[src/rtl/idx_irq_pkg.sv]
`timescale 1ns/1ps
package idx_irq_pkg;
   localparam int               ICC_ID_W  = 10;
   localparam logic [9:0]       ICC_NONE  = 10'h3FF;
   localparam logic [11:0]      OFS_CTRL  = 12'h000;
   localparam logic [11:0]      OFS_CAUSE = 12'h010;
   localparam logic [11:0]      OFS_EN_S  = 12'h030;
   localparam logic [11:0]      OFS_EN_C  = 12'h034;
   localparam logic [11:0]      OFS_TPR   = 12'h040;
   localparam logic [11:0]      OFS_ACK   = 12'h044;
   localparam logic [11:0]      OFS_MSK_S = 12'h048;
   localparam logic [11:0]      OFS_MSK_C = 12'h04C;
   localparam logic [9:0]       ROUTE_W0  = 10'h040;
endpackage

[src/rtl/idx_irq_src_table.sv]
`timescale 1ns/1ps
module idx_irq_src_table
   import idx_irq_pkg::*;
#(
   parameter int N_SRC = 16,
   parameter int N_CPU = 2
) (
   input  logic                           clk,
   input  logic                           rst_n,
   input  logic                           en_set_i,
   input  logic                           en_clr_i,
   input  logic [ICC_ID_W-1:0]            idx_i,
   input  logic                           route_wr_i,
   input  logic [ICC_ID_W-1:0]            route_idx_i,
   input  logic [N_CPU-1:0]               route_data_i,
   output logic [N_SRC-1:0]               en_o,
   output logic [N_SRC-1:0][N_CPU-1:0]    route_o
);
   for (genvar s = 0; s < N_SRC; s++) begin : g_src
      localparam logic [ICC_ID_W-1:0] MY_ID = ICC_ID_W'(s);

      always_ff @(posedge clk) begin
         if (!rst_n)
            en_o[s] <= 1'b0;
         else if (en_set_i && idx_i == MY_ID)
            en_o[s] <= 1'b1;
         else if (en_clr_i && idx_i == MY_ID)
            en_o[s] <= 1'b0;
      end

      always_ff @(posedge clk) begin
         if (!rst_n)
            route_o[s] <= '0;
         else if (route_wr_i && route_idx_i == MY_ID)
            route_o[s] <= route_data_i;
      end
   end
endmodule

[src/rtl/idx_irq_cpu_bank.sv]
`timescale 1ns/1ps
module idx_irq_cpu_bank
   import idx_irq_pkg::*;
#(
   parameter int N_SRC   = 16,
   parameter int TPR_W   = 4,
   parameter bit IRQ_REG = 1'b1
) (
   input  logic                  clk,
   input  logic                  rst_n,
   input  logic                  msk_set_i,
   input  logic                  msk_clr_i,
   input  logic [ICC_ID_W-1:0]   idx_i,
   input  logic                  tpr_wr_i,
   input  logic [TPR_W-1:0]      tpr_data_i,
   input  logic                  on_i,
   input  logic [N_SRC-1:0]      src_i,
   input  logic [N_SRC-1:0]      en_i,
   input  logic [N_SRC-1:0]      route_i,
   output logic [N_SRC-1:0]      elig_o,
   output logic [ICC_ID_W-1:0]   ack_o,
   output logic [TPR_W-1:0]      tpr_o,
   output logic                  irq_o
);
   logic [N_SRC-1:0] mask_q;
   logic             open_w;

   for (genvar s = 0; s < N_SRC; s++) begin : g_mask
      localparam logic [ICC_ID_W-1:0] MY_ID = ICC_ID_W'(s);
      always_ff @(posedge clk) begin
         if (!rst_n)
            mask_q[s] <= 1'b1;
         else if (msk_set_i && idx_i == MY_ID)
            mask_q[s] <= 1'b1;
         else if (msk_clr_i && idx_i == MY_ID)
            mask_q[s] <= 1'b0;
      end
   end

   always_ff @(posedge clk) begin
      if (!rst_n)
         tpr_o <= '0;
      else if (tpr_wr_i)
         tpr_o <= tpr_data_i;
   end

   assign open_w = on_i && (tpr_o == '0);
   assign elig_o = src_i & en_i & ~mask_q & route_i & {N_SRC{open_w}};

   always_comb begin
      ack_o = ICC_NONE;
      for (int i = N_SRC - 1; i >= 0; i--) begin
         if (elig_o[i])
            ack_o = ICC_ID_W'(i);
      end
   end

   if (IRQ_REG) begin : g_irq_reg
      always_ff @(posedge clk) begin
         if (!rst_n)
            irq_o <= 1'b0;
         else
            irq_o <= |elig_o;
      end
   end else begin : g_irq_comb
      assign irq_o = |elig_o;
   end
endmodule

[src/rtl/idx_irq_ctrl.sv]
`timescale 1ns/1ps
module idx_irq_ctrl
   import idx_irq_pkg::*;
#(
   parameter int N_SRC   = 16,
   parameter int N_CPU   = 2,
   parameter int TPR_W   = 4,
   parameter bit IRQ_REG = 1'b1,
   localparam int CPU_W  = (N_CPU > 1) ? $clog2(N_CPU) : 1
) (
   input  logic              clk,
   input  logic              rst_n,
   input  logic              reg_wr,
   input  logic              reg_rd,
   input  logic [CPU_W-1:0]  reg_cpu,
   input  logic [11:0]       reg_addr,
   input  logic [31:0]       reg_wdata,
   output logic [31:0]       reg_rdata,
   input  logic [N_SRC-1:0]  src_i,
   output logic [N_CPU-1:0]  irq_o
);
   localparam int CAUSE_N = (N_SRC < 32) ? N_SRC : 32;

   if (N_SRC < 1 || N_SRC > 960) begin : g_bad_nsrc
      $fatal(1, "N_SRC must lie in 1..960");
   end
   if (N_CPU < 1 || N_CPU > 8) begin : g_bad_ncpu
      $fatal(1, "N_CPU must lie in 1..8");
   end
   if (TPR_W < 1 || TPR_W > 32) begin : g_bad_tpr
      $fatal(1, "TPR_W must lie in 1..32");
   end

   logic [ICC_ID_W-1:0]                 wr_idx;
   logic [9:0]                          word;
   logic [ICC_ID_W-1:0]                 route_idx;
   logic                                route_hit;
   logic                                on_q;
   logic [N_SRC-1:0]                    src_en;
   logic [N_SRC-1:0][N_CPU-1:0]         route;
   logic [N_CPU-1:0][N_SRC-1:0]         elig;
   logic [N_CPU-1:0][ICC_ID_W-1:0]      ack_id;
   logic [N_CPU-1:0][TPR_W-1:0]         tpr;
   logic [31:0]                         rd_mux;

   assign wr_idx    = reg_wdata[ICC_ID_W-1:0];
   assign word      = reg_addr[11:2];
   assign route_idx = word - ROUTE_W0;
   assign route_hit = (word >= ROUTE_W0) && (route_idx < ICC_ID_W'(N_SRC));

   always_ff @(posedge clk) begin
      if (!rst_n)
         on_q <= 1'b0;
      else if (reg_wr && reg_addr == OFS_CTRL)
         on_q <= reg_wdata[0];
   end

   idx_irq_src_table #(.N_SRC(N_SRC), .N_CPU(N_CPU)) u_table (
      .clk         (clk),
      .rst_n       (rst_n),
      .en_set_i    (reg_wr && reg_addr == OFS_EN_S),
      .en_clr_i    (reg_wr && reg_addr == OFS_EN_C),
      .idx_i       (wr_idx),
      .route_wr_i  (reg_wr && route_hit),
      .route_idx_i (route_idx),
      .route_data_i(reg_wdata[N_CPU-1:0]),
      .en_o        (src_en),
      .route_o     (route)
   );

   for (genvar c = 0; c < N_CPU; c++) begin : g_cpu
      logic [N_SRC-1:0] col;
      logic             mine;

      for (genvar s = 0; s < N_SRC; s++) begin : g_col
         assign col[s] = route[s][c];
      end
      assign mine = (reg_cpu == CPU_W'(c));

      idx_irq_cpu_bank #(.N_SRC(N_SRC), .TPR_W(TPR_W), .IRQ_REG(IRQ_REG)) u_bank (
         .clk       (clk),
         .rst_n     (rst_n),
         .msk_set_i (reg_wr && mine && reg_addr == OFS_MSK_S),
         .msk_clr_i (reg_wr && mine && reg_addr == OFS_MSK_C),
         .idx_i     (wr_idx),
         .tpr_wr_i  (reg_wr && mine && reg_addr == OFS_TPR),
         .tpr_data_i(reg_wdata[TPR_W-1:0]),
         .on_i      (on_q),
         .src_i     (src_i),
         .en_i      (src_en),
         .route_i   (col),
         .elig_o    (elig[c]),
         .ack_o     (ack_id[c]),
         .tpr_o     (tpr[c]),
         .irq_o     (irq_o[c])
      );
   end

   always_comb begin
      rd_mux = '0;
      if (route_hit) begin
         for (int s = 0; s < N_SRC; s++) begin
            if (route_idx == ICC_ID_W'(s))
               rd_mux[N_CPU-1:0] = route[s];
         end
      end else begin
         case (reg_addr)
            OFS_CTRL: rd_mux = {20'd0, 10'(N_SRC), 1'b0, on_q};
            OFS_CAUSE: begin
               for (int c = 0; c < N_CPU; c++) begin
                  if (reg_cpu == CPU_W'(c))
                     rd_mux[CAUSE_N-1:0] = elig[c][CAUSE_N-1:0];
               end
            end
            OFS_ACK: begin
               for (int c = 0; c < N_CPU; c++) begin
                  if (reg_cpu == CPU_W'(c))
                     rd_mux[ICC_ID_W-1:0] = ack_id[c];
               end
            end
            OFS_TPR: begin
               for (int c = 0; c < N_CPU; c++) begin
                  if (reg_cpu == CPU_W'(c))
                     rd_mux[TPR_W-1:0] = tpr[c];
               end
            end
            default: rd_mux = '0;
         endcase
      end
   end

   always_ff @(posedge clk) begin
      if (!rst_n)
         reg_rdata <= '0;
      else
         reg_rdata <= reg_rd ? rd_mux : 32'd0;
   end
endmodule

[config.mk]
export PLATFORM = sky130hd
export DESIGN_NAME = idx_irq_ctrl
export DESIGN_NICKNAME = d
export VERILOG_FILES = /design/src/rtl/idx_irq_pkg.sv /design/src/rtl/idx_irq_src_table.sv /design/src/rtl/idx_irq_cpu_bank.sv /design/src/rtl/idx_irq_ctrl.sv
export SDC_FILE = /design/constraint.sdc
export NUM_CORES = 1
export LEC_CHECK = 0
export BUFFER_PORTS_ARGS = -buffer_cell sky130_fd_sc_hd__clkbuf_2
export CAP_MARGIN = 0
export CORE_MARGIN = 4
export CORE_UTILIZATION = 56
export DETAILED_ROUTE_END_ITERATION = 10
export PLACE_DENSITY = 0.8
export SLEW_MARGIN = 20
export SYNTH_ARGS = -nofsm -noshare
export SYNTH_HDL_FRONTEND = slang
export SYNTH_SLANG_ARGS = --single-unit
[constraint.sdc]
create_clock -name clk -period 3.1 [get_ports clk]
set_input_delay 0.62 -clock clk [delete_from_list [all_inputs] [get_ports clk]]
set_output_delay 0.62 -clock clk [all_outputs]
set_load 0.005 [all_outputs]
* After elaboration in Yosys (flattened, before gate mapping) *
Index checks and enable logic that the tools add are counted.

storage, ports and cells
  input port bits = 65
  register bits after elaboration = 123
  word-level logic and storage cells = 396

operators by class
  order comparisons = 2
  equality and inequality tests = 37
  reductions and logical operators = 185
  muxes and demuxes = 86
  bitwise gates (word level) = 13
  add/subtract/negate cells = 1

operator list
  operator                                                                               count
  10-bit 2-to-1 mux                                                                      33
  10-bit by 4-bit == test with 1-bit output (second input constant)                      16
  1-bit logical AND                                                                      127
  16-bit AND                                                                             7
  10-bit by 3-bit == test with 1-bit output (second input constant)                      8
  2-bit OR reduction                                                                     32
  12-bit by 7-bit == test with 1-bit output (second input constant)                      4
  10-bit by 2-bit == test with 1-bit output (second input constant)                      4
  2-bit 2-to-1 mux                                                                       17
  1-bit 2-to-1 mux                                                                       32
  16-bit NOT                                                                             2
  2-bit nonzero test                                                                     16
  16-bit OR reduction                                                                    2
  12-bit by 6-bit == test with 1-bit output (second input constant)                      2
  10-bit by 1-bit == test with 1-bit output (second input constant)                      2
  10-bit zero test                                                                       2
  6-bit case mux with 3 select lines                                                     1
  16-bit 2-to-1 mux                                                                      1
  4-bit case mux with 4 select lines                                                     1
  12-bit by 5-bit == test with 1-bit output (second input constant)                      1
  12-bit zero test                                                                       1
  10-bit by 7-bit greater-or-equal comparator with 1-bit output (second input constant)  1
  10-bit by 5-bit < comparator with 1-bit output (second input constant)                 1
  10-bit by 7-bit subtractor with 10-bit output (second input constant)                  1
  6 further kinds                                                                        10

* Depth between registers and ports, before layout *
Gate-level depths: netlist of the first run.

  word-level depth = 23
  gate-level depth with buffers = 9
  mapped depth without buffers = 6

* Modules after synthesis *
From an unflattened synthesis of the first run, not the netlist that was laid out.

unflattened totals
  cells, all modules = 737
  area, all modules = 6663.9 um2

by module, submodules not included
  module             times used  seq. area each (um2)  area each (um2)  cells an instance
  idx_irq_cpu_bank   2           420.4                 1308.8           153
  idx_irq_src_table  1           960.9                 2183.3           213
  idx_irq_ctrl       1           340.3                 1863.0           218

* Worst setup path after synthesis of the first run *
OpenSTA, ideal clock, no wires.

  path kind = input to register
  from = input port reg_addr[7]
  to = register u_table.en_o[0]
  setup slack = 0.560 ns
  buffers on the path = 2
  setup time = 0.132 ns
  required time = 2.968 ns
  arrival time = 2.408 ns
  stages = 7
  path through = or4_4 > or2_4 > or4_1 > buf_2 > buf_6 > o21ai_0 > a21oi_1

between the ends
  longest elaborated chain between the ends = 4

ends and longest elaborated chain
  what                                                          RTL line                                          RTL
  start, declared                                               idx_irq_ctrl.sv:16                                input logic [11:0] reg_addr,
  12-bit by 6-bit == test with 1-bit output (on tied branches)  idx_irq_ctrl.sv:61, idx_irq_ctrl.sv:62
  1-bit logical AND (on tied branches)                          idx_irq_ctrl.sv:61, idx_irq_ctrl.sv:62
  1-bit logical AND (on tied branches)                          idx_irq_src_table.sv:25, idx_irq_src_table.sv:27
  1-bit 2-to-1 mux or 2-bit nonzero test (tied branches)        n/a
  end signal, assigned by index                                 idx_irq_src_table.sv:24                           en_o[s] <= 1'b0;
  end signal, assigned by index                                 idx_irq_src_table.sv:26                           en_o[s] <= 1'b1;
  end signal, assigned by index                                 idx_irq_src_table.sv:28                           en_o[s] <= 1'b0;
  end, declared                                                 idx_irq_src_table.sv:16                           output logic [N_SRC-1:0] en_o,

Several ways; a longest one is shown, not always the timed one.
A chain may end at the register's enable or synchronous reset.

* Worst setup path after layout of the first run *
  from = register g_cpu[0].u_bank.tpr_o[3]
  to = register reg_rdata[0]

between the ends
  longest elaborated chain between the ends = 21

ends and longest elaborated chain
  what                                    RTL line                RTL
  start, declared                         idx_irq_cpu_bank.sv:22  output logic [TPR_W-1:0] tpr_o,
  start signal, assigned                  idx_irq_cpu_bank.sv:44  tpr_o <= tpr_data_i;
  4-bit zero test (*)                     idx_irq_cpu_bank.sv:47  assign open_w = on_i && (tpr_o == '0);
  1-bit logical AND (*)                   idx_irq_cpu_bank.sv:47
  16-bit AND (*)                          idx_irq_cpu_bank.sv:48  assign elig_o = src_i & en_i & ~mask_q & route_i & {N_SRC{open_w}};
  10-bit 2-to-1 mux (15 in a row)         idx_irq_cpu_bank.sv:53  if (elig_o[i])
  10-bit 2-to-1 mux                       idx_irq_ctrl.sv:117     if (reg_cpu == CPU_W'(c))
  4-bit case mux with 4 select lines (*)  idx_irq_ctrl.sv:107     case (reg_addr)
  2-bit 2-to-1 mux (*)                    idx_irq_ctrl.sv:101     if (route_hit) begin
  end signal, assigned                    idx_irq_ctrl.sv:136     reg_rdata <= reg_rd ? rd_mux : 32'd0;
  end, declared                           idx_irq_ctrl.sv:18      output logic [31:0] reg_rdata,

Every way passes the cells marked *; elsewhere a longest branch is shown, timed or not.

==> results of run 1 <==
metal layers:
metal / vias to the layer above / share of wire, % / track usage (%)
met3: 49 / 11 / 7.343
li1: 2580 / - / -
met5: - / 0 / 0
met1: 2614 / 41 / 42.66
met2: 394 / 45 / 47.47
met4: 0 / 3.3 / 12.71
flip-flops by register name (all words and copies together) (netlist names):
name and cells:
g_cpu.u_bank.tpr_o 8, u_table.route_o 32, reg_rdata 16, g_cpu.u_bank.irq_o 2, u_table.en_o 16, g_cpu.u_bank.mask_q 32, on_q 1
Yosys cell counts, types with 3 or more instances:
| master | count |
|---|---|
| o21a_1 | 9 |
| mux2i_1 | 36 |
| inv_1 | 6 |
| and2_1 | 7 |
| nor2_1 | 68 |
| nor4_1 | 5 |
| and3_1 | 5 |
| o22ai_1 | 9 |
| nor3_1 | 9 |
| a22oi_1 | 8 |
| nand2_1 | 50 |
| buf_4 | 19 |
| o211ai_1 | 38 |
| dfxtp_1 | 107 |
| buf_1 | 5 |
| nand4b_1 | 24 |
| nand4_1 | 6 |
| clkbuf_1 | 30 |
| and4b_1 | 15 |
| or3b_2 | 3 |
| nand3_1 | 33 |
| or3_1 | 3 |
| o31ai_1 | 3 |
| a21o_1 | 3 |
| a31oi_1 | 5 |
| nand2b_1 | 6 |
| o21ai_0 | 63 |
| a21oi_1 | 40 |
| nor2b_1 | 7 |
| nor3b_1 | 4 |
| buf_2 | 3 |
power groups by stage:
stage,logic [mW],registers [mW],clock network (mW)
5_1_grt,0.164,1.37,1.06
3_3_place_gp,0.144,1.41,0
2_1_floorplan,0.0952,1.41,0
3_5_place_dp,0.147,1.41,0
4_1_cts,0.148,1.37,0.995
6_report,0.153,1.37,0.995
worst min path at each step:
stage	end	slack (ns)	cells after the start
2_1_floorplan	u_table.route_o[25]	0.44	2
3_3_place_gp	u_table.route_o[25]	0.46	2
3_5_place_dp	u_table.route_o[24]	0.47	2
4_1_cts	u_table.route_o[24]	0.48	2
5_1_grt	u_table.route_o[24]	0.52	2
6_report	u_table.route_o[25]	0.49	2
tightest hold or removal path: stages (launching register included):
cell and delay [ns]:
dfxtp_1 0.33, nand2_1 0.06, a21oi_1 0.06
kinds of logic (layout without fill, tap and decap cells):
logic type | count (synthesis) | count (layout)
AOI/OAI and AO/OA | 203 | 203
buffers and inverters | 65 | 101
DFF | 107 | 107
muxes | 40 | 40
other | 1 | 16
and+or+nand+nor | 261 | 261
area by class of cell:
class | instances | area, um2 | share of cell area [%]
multi-input combinational | 520 | 3218 | 51.71
sequential | 107 | 2142 | 34.42
clock buffer | 9 | 123.9 | 1.990
clock inverter | 7 | 107.6 | 1.729
inverter | 6 | 22.52 | 0.3619
tap | 133 | 166.4 | 2.674
timing repair buffer | 79 | 442.9 | 7.117
per-stage QoR:
stage	area (um2)	hold slack, ns	utilization (%)
floorplan	5688	0.4447	-
global placement	5992	0.4595	61.30
detailed placement	5992	0.4667	61.30
CTS	6223	0.4806	63.67
global route	6223	0.5165	63.67
finish	6223	0.4862	63.67
==> results.json, run 1 <==
{
  "outcome": "finished clean",
  "hp-start": "u_table.route_o[25]",
  "cp_data_required_time_ns": 3.37,
  "grt_pass1_vias": 5273,
  "layout_common_cells": "107 x dfxtp_1, 68 x nor2_1, 63 x o21ai_0, 60 x clkbuf_2, 50 x nand2_1",
  "seqPwrFrac_pct": 54.5,
  "synth_edf_count": 0,
  "power_switching_share_pct": 25.09,
  "rr_worst_depth": 6,
  "hold_violations": 0,
  "synth-seq-cells": 107,
  "io_buffers": 60,
  "synth_xor_area_share_pct": 0,
  "relSlewSlack_pct": 52.59,
  "layout.nets": 788,
  "min_path_type": "register to register",
  "postRouteAntennaNets": 0,
  "critical-path-top-delay-family": "simple AND/OR/NAND/NOR gates",
  "critPathLaunchType": "register",
  "worstReg2RegEnd": "reg_rdata[0]",
  "path_clk_slew_ns": 0.10,
  "synth-async-reset-ratio_pct": 0,
  "die_x_um": 108.3,
  "synthTopCellsByArea": "dfxtp_1 38%, mux2i_1 6.4%, o21ai_0 5.6%, o211ai_1 5.1%, nor2_1 4.5%",
  "crit_fanout": 9,
  "rows": 36,
  "cts_buffers": 9,
  "p_int_mw": 1.889,
  "setup_viol": 0,
  "clock-sinks": 107,
  "slew_violations": 0,
  "antenna_found_initial": 0,
  "max_stage_delay_ns": 0.72,
  "rr_startpoint": "g_cpu[0].u_bank.tpr_o[3]",
  "fin_crit_sh_pct": 78.59,
  "dp_cells": 845,
  "cts_buffer_depth": 2,
  "cp.buffers_inverters": 0,
  "core-area_um2": 9774,
  "grt_max_degree": 59,
  "root_buffer": "clkbuf_8",
  "cp_slowest_cell": "or4b_2",
  "final_common_cell": "dfxtp_1",
  "pre_cts_ws_ns": 0.2971,
  "path_class": "register to register",
  "synthCells": 677,
  "fin_ws_ns": 0.6636,
  "reg2reg_slack_ns": 0.66,
  "avgRoutedWirePerCell_um": 20.65,
  "crit_start": "g_cpu[0].u_bank.tpr_o[3]",
  "cp-endpoint": "reg_rdata[0]",
  "post_synth_and_or_nand_nor_area_fraction_pct": 25.79,
  "vias": 5637,
  "avgSynthCellArea_um2": 8.319,
  "cp-end-kind": "register",
  "globalRouteOverflowTotal": 0,
  "min_period_ns": 2.436,
  "first_iter_violations": 597,
  "cts_setup_buffers": 0,
  "diodes": 0,
  "die_y_um": 108.3,
  "io_pins": 99,
  "drc_errors": 0,
  "power_mw": 2.522,
  "gp_congestion": 0.9872,
  "htreeDepth": 3,
  "synth_mux_area_share_pct": 7.598,
  "maxCapViolCount": 0,
  "viasPerCell": 6.547,
  "final.setup.tns_ns": 0,
  "ys_seq_area_share_pct": 38.04,
  "synth_top_area_share_pct": 38.04,
  "synthesis.area_um2": 5632,
  "drive_gt1_share_pct": 15.80,
  "fin_skew_ns": 0.008721,
  "place_hpwl_um": 13120,
  "switching_power_mw": 0.6327,
  "ir_worst_vdd_v": 0.0002388,
  "synth_top_family_by_area": "simple AND/OR/NAND/NOR gates",
  "combPwrFrac_pct": 6.1,
  "die_area_um2": 11720,
  "start_util_pct": 57.62,
  "nFillCells": 874,
  "yosysWarnings": 0,
  "crit_arrival_ns": 2.71,
  "cts_tree": "built",
  "synth_cell_types": 66,
  "fmax_mhz": 410.4,
  "syn_to_final_growth_pct": 10.51,
  "finalNonFillerCells": 861,
  "power.leakage_nw": 2.199,
  "grt_pass1_wl_um": 28030,
  "power_density_nw_per_um2": 405.2,
  "cts-resized-gates": 0,
  "worst_pin_slew_ns": 0.7012,
  "synth-adder-area-share_pct": 0,
  "yosys_most_used_dff": "dfxtp_1",
  "drt_first_pass_iters": 5,
  "grt_usage_pct": 31.19,
  "cts_hold_buf": 0,
  "p_clk_share_pct": 39.5,
  "clk_latency_ns": 0.39,
  "synth_compound_area_share_pct": 22.68,
  "path_depth": 6,
  "rsz0062_at_grt": "false",
  "synth_top_area_cell": "dfxtp_1",
  "routed_wl_um": 17780,
  "path_cells": "or4b_2 -> or3_1 -> o22ai_1 -> a211o_1 -> o31a_1 -> o22ai_2"
}
(Power assumes the default switching activity.)
==> run 2, diff against run 1 <==
- clock period: 3.1 -> 2.5 ns (I/O delays scaled with it)
==> results.json, run 2 (synthesis results as in run 1) <==
{
  "antenna_found_initial": 0,
  "syn_to_final_growth_pct": 14.69,
  "die_y_um": 108.3,
  "cts_tree": "built",
  "cts_buffers": 9,
  "ir_worst_vdd_v": 0.0002744,
  "core-area_um2": 9774,
  "reg.largest.list": "g_cpu.u_bank.mask_q x32, u_table.route_o x32",
  "routed_wl_um": 18230,
  "diodes": 0,
  "io_buffers": 60,
  "grt_usage_pct": 31.49,
  "rows": 36,
  "fmax_mhz": 421.4,
  "setup_viol": 0,
  "grt_pass1_vias": 5355,
  "cp-end-kind": "register",
  "dp_cells": 871,
  "htreeDepth": 3,
  "slew_violations": 0,
  "crit_fanout": 16,
  "die_x_um": 108.3,
  "die_area_um2": 11720,
  "postRouteAntennaNets": 0,
  "min_period_ns": 2.373,
  "relSlewSlack_pct": 55.87,
  "drive_gt1_share_pct": 18.57,
  "avgRoutedWirePerCell_um": 20.56,
  "pre_cts_ws_ns": -0.1977,
  "grt_pass1_wl_um": 28360,
  "first_iter_violations": 682,
  "cp_data_required_time_ns": 2.77,
  "clock-sinks": 107,
  "cts_hold_buf": 0,
  "place_hpwl_um": 13520,
  "io_pins": 99,
  "vias": 5755,
  "path_clk_slew_ns": 0.10,
  "fin_ws_ns": 0.1271,
  "rsz0062_at_grt": "false",
  "maxCapViolCount": 0,
  "globalRouteOverflowTotal": 0,
  "path_class": "input port to register",
  "layout.nets": 814,
  "fin_skew_ns": 0.008478,
  "power.leakage_nw": 2.337,
  "worst_pin_slew_ns": 0.6528,
  "outcome": "finished clean",
  "drt_first_pass_iters": 5,
  "grt_max_degree": 59,
  "final_common_cell": "dfxtp_1",
  "min_path_type": "input port to register",
  "drc_errors": 0,
  "cts_buffer_depth": 2,
  "start_util_pct": 57.62,
  "power_density_nw_per_um2": 497.7,
  "cts-resized-gates": 0,
  "root_buffer": "clkbuf_8",
  "hold_violations": 0,
  "fin_crit_sh_pct": 94.92,
  "crit_arrival_ns": 2.64,
  "cts_setup_buffers": 0,
  "critPathLaunchType": "input port",
  "viasPerCell": 6.488,
  "layout_common_cells": "107 x dfxtp_1, 68 x nor2_1, 63 x o21ai_0, 60 x clkbuf_2, 50 x nand2_1",
  "gp_congestion": 0.9766,
  "clk_latency_ns": 0.39,
  "finalNonFillerCells": 887
}
==> run 2: changes by cell type in the layout (fill, tap and decap cells not counted) <==
cell / before / now
bufinv_16: 2 / 3
buf_12: 0 / 2
clkbuf_1: 0 / 1
inv_8: 2 / 1
clkinvlp_4: 1 / 0
buf_4: 19 / 43
==> run 2: power by group <==
| part | internal (mW) | switching [mW] | leakage [nW] |
|---|---|---|---|
| logic | 0.0658 | 0.137 | 1.35 |
| clock network | 0.678 | 0.630 | 0.123 |
| registers | 1.70 | 0.000176 | 0.863 |
==> run 2: area by class of cell <==
class	instances	area [um2]
timing repair buffer	105	663.1
clock buffer	10	127.6
sequential	107	2142
inverter	6	22.52
multi-input combinational	520	3218
fill	824	3316
tap	133	166.4
clock inverter	6	118.9
==> run 2: final timing paths <==
path	depth (start not counted)	slack [ns]	to	startpoint
max	7	0.13	u_table.en_o[11]	reg_addr[7]
min	3	0.43	reg_rdata[0]	reg_rd
max reg2reg	5	0.13	reg_rdata[1]	g_cpu[0].u_bank.tpr_o[3]
min reg2reg	2	0.49	u_table.route_o[25]	u_table.route_o[25]
==> run 2: per-stage QoR <==
stage	hold WS, ns	area, um2	util, %	power [mW]	TNS, ns
finish	0.4316	6459	66.08	3.215	0
global route	0.4259	6459	66.08	3.309	0
CTS	0.4243	6459	66.08	3.208	0
detailed placement	0.4727	6212	63.56	1.938	-2.590
global placement	0.4586	6212	63.56	1.934	-1.227
floorplan	0.4447	5688	-	1.861	0
==> run 2: layer usage <==
metal	track usage (%)	up-vias	share of wire (%)
met1	42.16	2681	40
met5	0	-	0
met3	6.269	60	11
li1	-	2637	-
met4	13.07	0	3.3
met2	49.73	377	45
==> run 2: worst max-delay path: stages <==
cell      delay (ns)
clkbuf_2        0.08
or4_4           0.57
or2_4           0.30
or4_1           0.50
buf_4           0.22
o21ai_0         0.32
a21oi_1         0.14
